--- config.mk ---
export PLATFORM = sky130hd
export DESIGN_NAME = extint_ctrl
export DESIGN_NICKNAME = d
export VERILOG_FILES = /design/src/rtl/extint_pkg.sv /design/src/rtl/extint_regs.sv /design/src/rtl/extint_line.sv /design/src/rtl/extint_ctrl.sv
export SDC_FILE = /design/constraint.sdc
export NUM_CORES = 1
export LEC_CHECK = 0
export BUFFER_PORTS_ARGS = -buffer_cell sky130_fd_sc_hd__buf_2
export CAP_MARGIN = 20
export CORE_ASPECT_RATIO = 1.75
export CORE_MARGIN = 2
export CORE_UTILIZATION = 55
export CTS_CLUSTER_SIZE = 25
export DETAILED_ROUTE_END_ITERATION = 8
export PLACE_DENSITY = 0.86
export SLEW_MARGIN = 15
export SYNTH_ARGS = -nofsm -noshare
export SYNTH_HDL_FRONTEND = slang
export SYNTH_SLANG_ARGS = --single-unit
--- constraint.sdc ---
create_clock -name clk -period 2.7 [get_ports clk]
set_input_delay 0.135 -clock clk [delete_from_list [all_inputs] [get_ports clk]]
set_output_delay 0.135 -clock clk [all_outputs]
set_load 0.05 [all_outputs]
--- src/rtl/extint_pkg.sv ---
package extint_pkg;
    localparam int LINES    = 16;
    localparam int PORTS    = 7;
    localparam int SEL_W    = 4;
    localparam int FIELDS   = 4;
    localparam int DATA_W   = 32;
    localparam int ADDR_W   = 3;
    localparam int SEL_REGS = LINES / FIELDS;
    localparam int A_MASK   = SEL_REGS;
    localparam int A_RISE   = SEL_REGS + 1;
    localparam int A_FALL   = SEL_REGS + 2;
    localparam int A_PEND   = SEL_REGS + 3;

    typedef struct packed {
        logic s1;
        logic s2;
        logic prev;
        logic pend;
    } line_st_t;

    typedef struct packed {
        logic [SEL_REGS-1:0][FIELDS*SEL_W-1:0] sel;
        logic [LINES-1:0]                      mask;
        logic [LINES-1:0]                      rise;
        logic [LINES-1:0]                      fall;
    } cfg_t;
endpackage

--- src/rtl/extint_regs.sv ---
module extint_regs
    import extint_pkg::*;
(
    input  logic                    clk,
    input  logic                    rst_n,
    input  logic                    wr_i,
    input  logic [ADDR_W-1:0]       addr_i,
    input  logic [DATA_W-1:0]       wdata_i,
    input  logic [LINES-1:0]        pend_i,
    output logic [DATA_W-1:0]       rdata_o,
    output logic [LINES*SEL_W-1:0]  sel_o,
    output logic [LINES-1:0]        mask_o,
    output logic [LINES-1:0]        rise_o,
    output logic [LINES-1:0]        fall_o,
    output logic [LINES-1:0]        clr_o
);
    localparam int REG_W = FIELDS * SEL_W;

    cfg_t cfg_d, cfg_q;

    always_comb begin
        cfg_d = cfg_q;
        if (wr_i) begin
            for (int k = 0; k < SEL_REGS; k++) begin
                if (addr_i == ADDR_W'(k)) cfg_d.sel[k] = wdata_i[REG_W-1:0];
            end
            if (addr_i == ADDR_W'(A_MASK)) cfg_d.mask = wdata_i[LINES-1:0];
            if (addr_i == ADDR_W'(A_RISE)) cfg_d.rise = wdata_i[LINES-1:0];
            if (addr_i == ADDR_W'(A_FALL)) cfg_d.fall = wdata_i[LINES-1:0];
        end
    end

    always_ff @(posedge clk) begin
        if (!rst_n) cfg_q <= '0;
        else        cfg_q <= cfg_d;
    end

    always_comb begin
        rdata_o = '0;
        for (int k = 0; k < SEL_REGS; k++) begin
            if (addr_i == ADDR_W'(k)) rdata_o = DATA_W'(cfg_q.sel[k]);
        end
        if (addr_i == ADDR_W'(A_MASK)) rdata_o = DATA_W'(cfg_q.mask);
        if (addr_i == ADDR_W'(A_RISE)) rdata_o = DATA_W'(cfg_q.rise);
        if (addr_i == ADDR_W'(A_FALL)) rdata_o = DATA_W'(cfg_q.fall);
        if (addr_i == ADDR_W'(A_PEND)) rdata_o = DATA_W'(pend_i);
    end

    assign sel_o  = cfg_q.sel;
    assign mask_o = cfg_q.mask;
    assign rise_o = cfg_q.rise;
    assign fall_o = cfg_q.fall;
    assign clr_o  = (wr_i && addr_i == ADDR_W'(A_PEND)) ? wdata_i[LINES-1:0] : '0;

    AST_CFG_HOLD: assert property (@(posedge clk) disable iff (!rst_n)
        !wr_i |=> $stable(cfg_q));
endmodule

--- src/rtl/extint_line.sv ---
module extint_line
    import extint_pkg::*;
(
    input  logic             clk,
    input  logic             rst_n,
    input  logic [PORTS-1:0] pins_i,
    input  logic [SEL_W-1:0] sel_i,
    input  logic             rise_en_i,
    input  logic             fall_en_i,
    input  logic             clr_i,
    output logic             pend_o
);
    line_st_t st_d, st_q;
    logic     src;
    logic     rise_hit;
    logic     fall_hit;
    logic     edge_hit;

    always_comb begin
        src = 1'b0;
        for (int p = 0; p < PORTS; p++) begin
            if (sel_i == SEL_W'(p)) src = pins_i[p];
        end
        rise_hit  = st_q.s2 & ~st_q.prev & rise_en_i;
        fall_hit  = ~st_q.s2 & st_q.prev & fall_en_i;
        edge_hit  = rise_hit | fall_hit;
        st_d      = st_q;
        st_d.s1   = src;
        st_d.s2   = st_q.s1;
        st_d.prev = st_q.s2;
        st_d.pend = edge_hit | (st_q.pend & ~clr_i);
    end

    always_ff @(posedge clk) begin
        if (!rst_n) st_q <= '0;
        else        st_q <= st_d;
    end

    assign pend_o = st_q.pend;

    AST_PEND_STICKY: assert property (@(posedge clk) disable iff (!rst_n)
        (st_q.pend && !clr_i) |=> st_q.pend);
    AST_CLR_TAKES: assert property (@(posedge clk) disable iff (!rst_n)
        (st_q.pend && clr_i && !edge_hit) |=> !st_q.pend);
    AST_SET_WINS: assert property (@(posedge clk) disable iff (!rst_n)
        (edge_hit && clr_i) |=> st_q.pend);
    AST_NO_TRIG: assert property (@(posedge clk) disable iff (!rst_n)
        (!rise_en_i && !fall_en_i && !st_q.pend) |=> !st_q.pend);
endmodule

--- src/rtl/extint_ctrl.sv ---
module extint_ctrl
    import extint_pkg::*;
(
    input  logic                   clk,
    input  logic                   rst_n,
    input  logic [PORTS*LINES-1:0] port_pins,
    input  logic                   bus_wr,
    input  logic [ADDR_W-1:0]      bus_addr,
    input  logic [DATA_W-1:0]      bus_wdata,
    output logic [DATA_W-1:0]      bus_rdata,
    output logic [LINES-1:0]       irq
);
    logic [LINES*SEL_W-1:0]       sel;
    logic [LINES-1:0]             mask, rise, fall, clr, pend;
    logic [LINES-1:0][PORTS-1:0]  line_pins;

    extint_regs u_regs (
        .clk     (clk),
        .rst_n   (rst_n),
        .wr_i    (bus_wr),
        .addr_i  (bus_addr),
        .wdata_i (bus_wdata),
        .pend_i  (pend),
        .rdata_o (bus_rdata),
        .sel_o   (sel),
        .mask_o  (mask),
        .rise_o  (rise),
        .fall_o  (fall),
        .clr_o   (clr)
    );

    for (genvar i = 0; i < LINES; i++) begin : g_line
        for (genvar p = 0; p < PORTS; p++) begin : g_pin
            assign line_pins[i][p] = port_pins[p*LINES + i];
        end
        extint_line u_line (
            .clk       (clk),
            .rst_n     (rst_n),
            .pins_i    (line_pins[i]),
            .sel_i     (sel[i*SEL_W +: SEL_W]),
            .rise_en_i (rise[i]),
            .fall_en_i (fall[i]),
            .clr_i     (clr[i]),
            .pend_o    (pend[i])
        );
    end

    assign irq = pend & mask;

    AST_IRQ_GATED: assert property (@(posedge clk) disable iff (!rst_n)
        (irq & ~mask) == '0);
    AST_IRQ_NEEDS_PEND: assert property (@(posedge clk) disable iff (!rst_n)
        (irq & ~pend) == '0);
endmodule

==> flow_metrics.env, run 1 <==
export IMPL_die_area_um2=17200
export IMPL_timing_clock_skew_ns=0.00986
export IMPL_max_slew_margin_rel_pct=41.1
export IMPL_drive_above_1_share_pct=20.1
export IMPL_cp_arrival_ns=2.04
export IMPL_achievable_frequency_ghz=0.461
export IMPL_powerDensity_nw_per_um2=563
export IMPL_holdCritPathClass="in2reg"
export IMPL_detail_route_drc_violations=0
export IMPL_via_count=8333
export IMPL_die_width_um=100
export IMPL_ys_ff_latch=176
export IMPL_drt_initial_drc_count=759
export IMPL_synth_xor_area_share_pct=0
export IMPL_cts_sink_count=176
export IMPL_cts_max_path_buffers=2
export IMPL_n_fill_cell=1313
export IMPL_post_layout_nonfiller_instances=1407
export IMPL_period_share_pct=80.4
export IMPL_row_count=61
export IMPL_cts_inserted_buffers=17
export IMPL_post_synth_fa_ha_maj_area_fraction_pct=0
export IMPL_post_layout_total_power_mw=5.79
export IMPL_crit_type="reg2out"
export IMPL_hold_slack_ns=0.0328
export IMPL_number_of_hold_buffers_added_after_cts=0
export IMPL_synth_cell_area_um2=8890
export IMPL_grtUsageTotal_pct=30.2
export IMPL_number_of_antenna_violations_at_the_first_check_in_global_routing=0
export IMPL_core_area_um2=15900
export IMPL_finalSetupViolCount=0
export IMPL_grt_max_degree=73
export IMPL_post_synthesis_cell_type_count=36
export IMPL_worstMarginPinSlew_ns=0.883
export IMPL_cts_setup_buffers=0
export IMPL_finalWeightedCongestion=0.963
export IMPL_detailedPlace_worstSlack_ns=0.715
export IMPL_outcome="finished clean"
export IMPL_crit_chain="mux2i_1 -> nor2_1 -> a21oi_1 -> a221oi_1 -> buf_2"
export IMPL_vdd_ir_drop_max_uv=386
export IMPL_ioPinCount=198
export IMPL_synth_avg_cell_area_um2=8.28
export IMPL_port_buffer_count=165
export IMPL_detailedPlacementHpwl_um=18200
export IMPL_fin_ws_ns=0.529
export IMPL_placed_cells=1374
export IMPL_initial_utilization_pct=56.0
export IMPL_yosys_area_share_simple_pct=25.3
export IMPL_critPathCaptureType="output pin"
export IMPL_post_cts_resized=0
export IMPL_synthesized_instance_count=1074
export IMPL_cp_data_required_time_ns=2.57
export IMPL_max_cap_violations=0
export IMPL_cellLeakagePower_nw=3.89
export IMPL_main_combinational_cell_family_by_area_after_synthesis="simple AND/OR/NAND/NOR gates"
export IMPL_worst_path_max_delay_cell="a221oi_1"
export IMPL_htreeDepth=4
export IMPL_dieHeight_um=172
export IMPL_number_of_nets_in_the_layout=1354
export IMPL_muxShareOfSynthArea_pct=9.60
export IMPL_cts_tree="built"
export IMPL_cts_root_buf="clkbuf_16"
export IMPL_netlist_area_leader_share_pct=39.6
export IMPL_totalNegativeSetupSlack_ns=0
export IMPL_complex_gate_fraction_of_the_synthesized_area_pct=19.1
export IMPL_post_synthesis_to_final_layout_area_growth_pct=15.7
export IMPL_grt_first_pass_wirelength_um=40600
export IMPL_period_minus_slack_ns=2.17
export IMPL_yosys_area_top_type="dfxtp_1"
export IMPL_first_pass_iters=6
export IMPL_crit_fanout=5
export IMPL_dominant_cells_by_area_after_synthesis="dfxtp_1, nand2_1, mux2i_1, a21boi_1, mux4_2"
export IMPL_grt_overflow_total=0
export IMPL_viasPerCell=5.92
export IMPL_synth_yosys_seq_area_share_pct=39.6
export IMPL_clock_insertion_delay_worst_skew_ns=0.43
export IMPL_start_kind="flop"
export IMPL_ant_nets=0
export IMPL_yosys_warnings=0
export IMPL_critical_path_max_stage_delay_ns=0.48
export IMPL_drt_wirelength_per_cell_um=18.1
export IMPL_clk_pin_slew_worst_paths_ns=0.07
export IMPL_routed_wl_um=25500
export IMPL_grt_setup_unrepaired="no"
export IMPL_hold_viol_final=0
export IMPL_finalMaxSlewViolations=0
export IMPL_grt_pass1_vias=8036
## through the flow
stage | cell area (um^2) | utilization, %
finish | 10300 | 64.8
CTS | 10300 | 64.7
floorplan | 8940 | -
global placement | 9700 | 61.1
detailed placement | 9700 | 61.1
global route | 10300 | 64.8
## state kept, by name (all words and copies together) (netlist names)
signal and count:
g_line.u_line.pend_o 16, g_line.u_line.st_d 32, g_line.u_line.st_q 16, u_regs.fall_o 16, u_regs.mask_o 16, u_regs.rise_o 16
u_regs.sel_o 64
## layout make-up
cell class	count	area [um^2]	share of cell area, %
tap	189	236	2.30
sequential	176	3520	34.2
inverter	17	63.8	0.620
clock inverter	13	126	1.23
clock buffer	19	453	4.40
timing repair buffer	187	1020	9.90
antenna	1	2.50	0.0243
multi-input combinational	805	4860	47.3
## cells by family after synthesis
kind of cell,after synthesis
buffers and inverters,108
DFF,176
muxes,64
and+or+nand+nor,479
other,1
AOI/OAI and AO/OA,246
## where the power goes
part | internal [mW] | switching (mW)
Combinational | 0.257 | 0.406
Sequential | 2.67 | 0.0564
Clock | 1.34 | 1.07
Total | 4.26 | 1.53
## final timing paths
| check | startpoint | to | slack (ns) | cells past startpoint |
|---|---|---|---|---|
| setup / recovery | u_regs.sel_o[29] | bus_rdata[13] | 0.53 | 5 |
| hold / removal | bus_wdata[6] | u_regs.sel_o[38] | 0.03 | 3 |
| setup reg to reg | u_regs.sel_o[40] | g_line[10].u_line.st_d[2] | 1.31 | 2 |
| hold reg to reg | g_line[10].u_line.st_d[2] | g_line[10].u_line.st_d[1] | 0.44 | 1 |
## Yosys cell counts
cell / count
a21boi_0: 50
nor3_2: 1
mux2i_1: 47
nor3b_1: 1
clkbuf_1: 26
o22ai_1: 1
and2_1: 48
buf_1: 2
a21oi_1: 49
nand2_1: 305
nand2_2: 1
nand3_1: 5
nor2b_1: 21
buf_4: 27
a32o_1: 14
nand2b_1: 17
o21ai_0: 34
dfxtp_1: 176
nand3b_1: 28
a221oi_1: 1
nor3_4: 1
and4_1: 1
and2_0: 1
o211ai_1: 13
a21boi_1: 62
conb_1: 1
buf_6: 2
mux4_2: 17
nor2_1: 31
buf_2: 34
nor4bb_1: 12
a311o_1: 3
o2111a_1: 4
a22oi_1: 15
nor2_2: 6
inv_1: 17
## layer usage
| layer | track usage (%) | share of wire [%] | up-vias |
|---|---|---|---|
| met1 | 36.1 | 37 | 3884 |
| li1 | - | - | 3879 |
| met2 | 51.6 | 49 | 472 |
| met4 | 15.3 | 5.2 | 0 |
| met3 | 5.66 | 8.9 | 98 |
| met5 | 0 | 0 | - |
## cell usage in the layout, fill, tap and decap left out, types with 2 or more instances in the layout
| master | n |
|---|---|
| nor2_1 | 31 |
| a21boi_0 | 50 |
| nor4bb_1 | 12 |
| a21boi_1 | 62 |
| buf_4 | 21 |
| mux2i_1 | 47 |
| dfxtp_1 | 176 |
| o21ai_0 | 34 |
| buf_2 | 164 |
| mux4_2 | 17 |
| a22oi_1 | 15 |
| nor3_4 | 2 |
| clkinvlp_4 | 3 |
| a311o_1 | 3 |
| nand2b_1 | 17 |
| clkbuf_8 | 2 |
| clkbuf_16 | 17 |
| nand2_1 | 305 |
| conb_1 | 16 |
| nand3b_1 | 28 |
| clkinv_4 | 2 |
| nor2b_1 | 21 |
| inv_6 | 4 |
| and2_1 | 48 |
| nand3_1 | 5 |
| o2111a_1 | 4 |
| a21oi_1 | 49 |
| nor2_2 | 6 |
| o211ai_1 | 13 |
| a32o_1 | 14 |
| clkinv_2 | 2 |
| buf_12 | 2 |
| inv_1 | 17 |
## critical path: cells and delay by family (launching register included)
family	cells	cell delay (ns)
simple gates	1	0.12
buf+inv	1	0.36
flops	1	0.45
mux	1	0.15
compound gates	2	0.53
Note: power is estimated with default switching activity, not from simulation.
==> run 2, diff against run 1 <==
--- a/config.mk
+++ b/config.mk
@@ -5,14 +5,15 @@
 export SDC_FILE = /design/constraint.sdc
 export NUM_CORES = 1
 export LEC_CHECK = 0
+export ABC_AREA = 1
 export BUFFER_PORTS_ARGS = -buffer_cell sky130_fd_sc_hd__buf_2
 export CAP_MARGIN = 20
 export CORE_ASPECT_RATIO = 1.75
 export CORE_MARGIN = 2
-export CORE_UTILIZATION = 55
+export CORE_UTILIZATION = 49
 export CTS_CLUSTER_SIZE = 25
 export DETAILED_ROUTE_END_ITERATION = 8
-export PLACE_DENSITY = 0.86
+export PLACE_DENSITY = 0.82
 export SLEW_MARGIN = 15
 export SYNTH_ARGS = -nofsm -noshare
 export SYNTH_HDL_FRONTEND = slang
==> constraint.sdc (replaced) <==
create_clock -name clk -period 1.9 [get_ports clk]
set_input_delay 0.095 -clock clk [delete_from_list [all_inputs] [get_ports clk]]
set_output_delay 0.095 -clock clk [all_outputs]
set_load 0.05 [all_outputs]
==> run 2 against run 1 <==
  * Clock power up 52%
  * Combinational power up 44%
  * Design area down 3.9%
  * Register-to-register slack worse by 0.66 ns
  * Core utilization down 5.9 points
==> flow_metrics.env, run 2 <==
export IMPL_outcome="finished clean"
export IMPL_critPathTopFamily="flip-flops"
export IMPL_achievable_frequency_ghz=0.588
export IMPL_cts_sink_count=176
export IMPL_ys_ff_latch=176
export IMPL_grt_pass1_vias=8022
export IMPL_worstReg2RegEnd="g_line[7].u_line.st_d[2]"
export IMPL_drt_initial_drc_count=616
export IMPL_ioPinCount=198
export IMPL_worstMarginPinSlew_ns=0.509
export IMPL_htreeDepth=4
export IMPL_period_share_pct=89.5
export IMPL_period_minus_slack_ns=1.70
export IMPL_worst_r2r_startpoint="u_regs.sel_o[29]"
export IMPL_crit_type="reg2out"
export IMPL_critical_path_max_stage_delay_ns=0.45
export IMPL_final_cell_mix="dfxtp_1, buf_2, inv_1, nand2_1, o21ai_0"
export IMPL_critPathCaptureType="output pin"
export IMPL_powerDensity_nw_per_um2=866
export IMPL_grt_first_pass_wirelength_um=38500
export IMPL_critPathCapture="bus_rdata[4]"
export IMPL_post_layout_total_power_mw=8.56
export IMPL_grt_overflow_total=0
export IMPL_number_of_hold_buffers_added_after_cts=1
export IMPL_ant_nets=0
export IMPL_finalMaxSlewViolations=0
export IMPL_post_synthesis_cell_type_count=28
export IMPL_max_slew_margin_rel_pct=66.1
export IMPL_totalNegativeSetupSlack_ns=0
export IMPL_n_fill_cell=1549
export IMPL_finish_instance_area_um2=9890
export IMPL_post_synthesis_to_final_layout_area_growth_pct=19.2
export IMPL_critPathMostFrequentCell="nand4_1"
export IMPL_rr_worst_depth=5
export IMPL_netlist_area_leader_share_pct=42.5
export IMPL_cp_data_required_time_ns=1.80
export IMPL_cp_arrival_ns=1.61
export IMPL_synth_yosys_seq_area_share_pct=42.5
export IMPL_detail_route_drc_violations=0
export IMPL_dieHeight_um=176
export IMPL_cts_inserted_buffers=17
export IMPL_register_area_um2=3520
export IMPL_crit_path_start="u_regs.sel_o[36]"
export IMPL_yosys_warnings=0
export IMPL_finalWeightedCongestion=0.878
export IMPL_routed_wl_um=23600
export IMPL_reg2reg_slack_ns=0.65
export IMPL_drive_above_1_share_pct=18.6
export IMPL_first_pass_iters=6
export IMPL_clock_insertion_delay_worst_skew_ns=0.44
export IMPL_synth_async_sr_flop_share_pct=0
export IMPL_timing_clock_skew_ns=0.00798
export IMPL_max_reg_flops=64
export IMPL_grt_setup_unrepaired="no"
export IMPL_finalSetupViolCount=0
export IMPL_synth_cell_area_um2=8290
export IMPL_initial_utilization_pct=49.4
export IMPL_port_buffer_count=165
export IMPL_vdd_ir_drop_max_uv=567
export IMPL_start_kind="flop"
export IMPL_cts_max_path_buffers=2
export IMPL_max_cap_violations=0
export IMPL_synth_top_flop_cell="dfxtp_1"
export IMPL_worst_path_max_delay_cell="dfxtp_1"
export IMPL_hold_slack_ns=0.0141
export IMPL_drt_wirelength_per_cell_um=15.2
export IMPL_hold_depth=3
export IMPL_cts_root_buf="clkbuf_16"
export IMPL_clk_pin_slew_worst_paths_ns=0.07
export IMPL_crit_fanout=4
export IMPL_grtUsageTotal_pct=27.1
export IMPL_core_area_um2=16800
export IMPL_synth_avg_cell_area_um2=7.07
export IMPL_synth_commonest_cells="dfxtp_1, inv_1, nand2_1, o21ai_0, a21oi_1"
export IMPL_postLayoutCoreUtil_pct=58.9
export IMPL_yosys_area_top_type="dfxtp_1"
export IMPL_dominant_cells_by_area_after_synthesis="dfxtp_1, o21ai_0, a21oi_1, inv_1, nand3_1"
export IMPL_hold_viol_final=0
export IMPL_cellLeakagePower_nw=4.19
export IMPL_cp_depth=5
export IMPL_holdCritPathClass="in2reg"
export IMPL_via_count=8515
export IMPL_critPathBufInv=1
export IMPL_grt_max_degree=125
export IMPL_dpl_instance_area_um2=9260
export IMPL_row_count=63
export IMPL_crit_chain="nand4_1 -> nand4_1 -> nor2_1 -> nand4_1 -> buf_2"
export IMPL_die_width_um=102
export IMPL_most_common_library_cell_in_the_layout_ignoring_fill_and_taps="dfxtp_1"
export IMPL_synthesized_instance_count=1173
export IMPL_number_of_antenna_violations_at_the_first_check_in_global_routing=1
export IMPL_number_of_nets_in_the_layout=1463
export IMPL_cts_tree="built"
export IMPL_post_cts_resized=0
export IMPL_viasPerCell=5.48
export IMPL_die_area_um2=18000
export IMPL_multiInputGateArea_um2=3770
export IMPL_synth_most_common_cell="dfxtp_1"
export IMPL_detailedPlacementHpwl_um=17000
export IMPL_cts_setup_buffers=0
export IMPL_number_of_enable_type_register_cells_in_the_synthesized_netlist=0
run 2: cell types whose count changed after synthesis, moves of 28 or more:
cell      change
nand3b_1     -28
inv_1       +145
mux2i_1      -47
nand2_1     -176
nand4_1      +66
a21boi_1     -62
nand3_1      +93
o21ai_0      +95
nor2_1       +65
and2_1       -48
a21oi_1      +79
a21boi_0     -50
run 2: layer usage:
metal / up-vias / track usage [%] / wire (um)
li1: 4190 / - / -
met1: 3884 / 31.8 / 8670
met2: 372 / 47.3 / 12300
met3: 69 / 4.39 / 1790
met4: 0 / 12.7 / 902
met5: - / 0 / 0
run 2: worst register-to-register path, stage by stage, from the launching register on:
cell and delay [ns]:
dfxtp_1 0.47, inv_1 0.17, o21ai_0 0.18, o22ai_1 0.14
nor2_1 0.12, nor2_1 0.06
run 2: logic make-up (layout without fill, tap and decap cells):
logic type	count (synthesis)	count (layout)	synth area share, %
AND/OR/NAND/NOR	429	429	24.4
flip-flops	176	176	42.5
other	1	17	0.0452
AO/OA/AOI/OAI	320	320	20.3
buffers and inverters	247	385	12.8
run 2: worst min-delay path by stage:
stage	start	endpoint	slack, ns
after floorplan	bus_wdata[0]	u_regs.fall_o[0]	0.26
after global placement	g_line[0].u_line.st_d[2]	g_line[0].u_line.st_d[1]	0.39
after detailed placement	g_line[0].u_line.st_d[2]	g_line[0].u_line.st_d[1]	0.40
after CTS	bus_wdata[3]	u_regs.fall_o[3]	0.008
after global routing	bus_wdata[10]	u_regs.fall_o[10]	0.03
final	bus_wdata[3]	u_regs.fall_o[3]	0.01
run 2: metrics by stage:
stage,setup WS [ns],std cells
2_1_floorplan,0.514,1188
3_3_place_gp,0.278,1520
3_5_place_dp,0.197,1520
4_1_cts,0.191,1553
5_1_grt,0.0906,1554
6_report,0.200,1554
run 2: cell type report:
cell class,count,area share [%]
clock buffer,17,4.30
inverter,164,6.22
sequential,176,35.6
multi-input combinational,765,38.1
tap,227,2.87
antenna,1,0.0253
clock inverter,15,1.96
timing repair buffer,189,10.9
run 2: report_power, final:
group / switching (mW) / leakage [nW] / internal, mW
logic: 0.634 / 2.46 / 0.318
clock network: 1.66 / 0.298 / 2.01
registers: 0.107 / 1.43 / 3.84
total: 2.40 / 4.19 / 6.17
==> run 3, diff against run 2 <==
--- a/config.mk
+++ b/config.mk
@@ -13,6 +13,7 @@
 export CORE_UTILIZATION = 49
 export CTS_CLUSTER_SIZE = 25
 export DETAILED_ROUTE_END_ITERATION = 8
+export HOLD_SLACK_MARGIN = 0.12
 export PLACE_DENSITY = 0.82
 export SLEW_MARGIN = 15
 export SYNTH_ARGS = -nofsm -noshare
==> run 3 against run 2 <==
  * First-iteration DRC count grew 5.5%
  * Clock skew grew 0.00077 ns
  * Design area grew 5.7%
  * Critical path depth grew 1
  * Global-route usage grew 1.2 points
  * Wire length grew 4.9%
  * Sequential share of layout area shrank 1.9 points
  * Count of clock-buffer cells in the layout is the same
  * Power grew 0.88%
==> flow_metrics.env, run 3 (synthesis gave the netlist of run 2 again) <==
export IMPL_cp_arrival_ns=2.05
export IMPL_cts_max_path_buffers=2
export IMPL_timing_clock_skew_ns=0.00875
export IMPL_hold_slack_ns=0.122
export IMPL_cts_setup_buffers=0
export IMPL_hold_viol_final=0
export IMPL_port_buffer_count=165
export IMPL_clk_pin_slew_worst_paths_ns=0.07
export IMPL_holdCritPathClass="in2reg"
export IMPL_crit_fanout=5
export IMPL_grt_first_pass_wirelength_um=40300
export IMPL_period_minus_slack_ns=1.73
export IMPL_initial_utilization_pct=49.4
export IMPL_grt_pass1_vias=8497
export IMPL_max_reg_flops=64
export IMPL_drt_wirelength_per_cell_um=15.4
export IMPL_max_slew_margin_rel_pct=65.4
export IMPL_start_kind="flop"
export IMPL_most_common_library_cell_in_the_layout_ignoring_fill_and_taps="dfxtp_1"
export IMPL_critPathCaptureType="flop"
export IMPL_post_synthesis_to_final_layout_area_growth_pct=26.0
export IMPL_final_cell_mix="dfxtp_1, buf_2, inv_1, nand2_1, o21ai_0"
export IMPL_cts_sink_count=176
export IMPL_totalNegativeSetupSlack_ns=0
export IMPL_cts_tree="built"
export IMPL_row_count=63
export IMPL_first_pass_iters=8
export IMPL_n_fill_cell=1439
export IMPL_clock_insertion_delay_worst_skew_ns=0.43
export IMPL_grt_setup_unrepaired="no"
export IMPL_critical_path_max_stage_delay_ns=0.57
export IMPL_fraction_of_power_consumed_by_the_clock_network_pct=42.3
export IMPL_grt_max_degree=125
export IMPL_period_share_pct=91.2
export IMPL_drive_above_1_share_pct=17.8
export IMPL_net_switching_power_mw=2.41
export IMPL_max_cap_violations=0
export IMPL_ioPinCount=198
export IMPL_htreeDepth=4
export IMPL_worst_path_max_delay_cell="dlygate4sd3_1"
export IMPL_dieHeight_um=176
export IMPL_number_of_nets_in_the_layout=1519
export IMPL_p_comb_share_pct=12.1
export IMPL_cellLeakagePower_nw=4.40
export IMPL_sequential_group_share_of_total_power_pct=45.6
export IMPL_crit_path_start="u_regs.sel_o[29]"
export IMPL_vdd_ir_drop_max_uv=565
export IMPL_internal_power_mw=6.23
export IMPL_viasPerCell=5.53
export IMPL_routed_wl_um=24800
export IMPL_cp_data_required_time_ns=2.22
export IMPL_drt_initial_drc_count=650
export IMPL_ant_nets=0
export IMPL_achievable_frequency_ghz=0.577
export IMPL_via_count=8905
export IMPL_core_area_um2=16800
export IMPL_die_area_um2=18000
export IMPL_finalMaxSlewViolations=0
export IMPL_antenna_diode_count=0
export IMPL_detailedPlacementHpwl_um=17000
export IMPL_cts_root_buf="clkbuf_16"
export IMPL_finalWeightedCongestion=0.878
export IMPL_finalSetupViolCount=0
export IMPL_outcome="finished clean"
export IMPL_powerDensity_nw_per_um2=827
export IMPL_finish_instance_area_um2=10500
export IMPL_die_width_um=102
export IMPL_grtUsageTotal_pct=28.3
export IMPL_crit_chain="inv_1 -> o21ai_0 -> o211ai_1 -> dlygate4sd3_1 -> nand3_1 -> nor2_1"
export IMPL_hold_start="port_pins[72]"
export IMPL_detail_route_drc_violations=0
export IMPL_number_of_antenna_violations_at_the_first_check_in_global_routing=0
export IMPL_netSwitchingFraction_pct=27.9
export IMPL_grt_overflow_total=0
export IMPL_worst_r2r_startpoint="u_regs.sel_o[29]"
export IMPL_worstMarginPinSlew_ns=0.520
export IMPL_crit_type="reg2reg"
export IMPL_dpl_instance_area_um2=9260
export IMPL_cts_inserted_buffers=17
run 3: stage by stage:
step                      utilization [%]  total power, mW  setup WS, ns  cells
final                                62.2             8.64         0.168   1609
after global placement               55.1             4.94         0.278   1520
after CTS                            62.2             8.65         0.143   1609
after global routing                 62.2             8.93        0.0624   1609
after floorplan                         -             4.62         0.514   1188
after detailed placement             55.1             4.96         0.197   1520
run 3: power by group through the flow:
stage	Combinational [mW]	Clock (mW)	Sequential, mW
floorplan	0.630	0	3.99
detailed placement	0.938	0	4.02
global placement	0.917	0	4.02
global route	1.15	3.82	3.96
CTS	1.02	3.68	3.94
finish	1.04	3.66	3.94
run 3: path summary, 6_finish.rpt:
| path | to | slack (ns) | cells after the start |
|---|---|---|---|
| hold reg to reg | g_line[0].u_line.st_d[1] | 0.42 | 2 |
| hold / removal | g_line[8].u_line.st_d[2] | 0.12 | 5 |
| setup reg to reg | g_line[7].u_line.st_d[2] | 0.17 | 6 |
| setup / recovery | g_line[7].u_line.st_d[2] | 0.17 | 6 |
run 3: what timing repair did:
action / CTS / global route
hold buffers: 57 / 0
setup endpoints to repair: 0 / 1
endpoints found under the hold margin: 135 / 0
resized for setup: 0 / 1
run 3: final cells by class:
type,count,area [um^2],area share (%)
clock inverter,15,194,1.86
clock buffer,17,425,4.07
inverter,164,616,5.89
sequential,176,3520,33.7
timing repair buffer,245,1640,15.7
multi-input combinational,765,3770,36.1
tap,227,284,2.72
run 3: worst max-delay path: cells and delay by family, from the launching register on:
family	cells	cell delay, ns
AND/OR/NAND/NOR	2	0.15
flip-flops	1	0.45
AO/OA/AOI/OAI	2	0.30
buffers and inverters	2	0.73
run 3: routing by layer:
| layer | global-route usage, % | wire (um) | vias to the layer above | part of all wire, % |
|---|---|---|---|---|
| li1 | - | - | 4306 | - |
| met1 | 32.4 | 8990 | 4066 | 36 |
| met2 | 49.3 | 12800 | 449 | 52 |
| met3 | 4.67 | 1950 | 84 | 7.9 |
| met4 | 15.1 | 1060 | 0 | 4.3 |
| met5 | 0 | 0 | - | 0 |
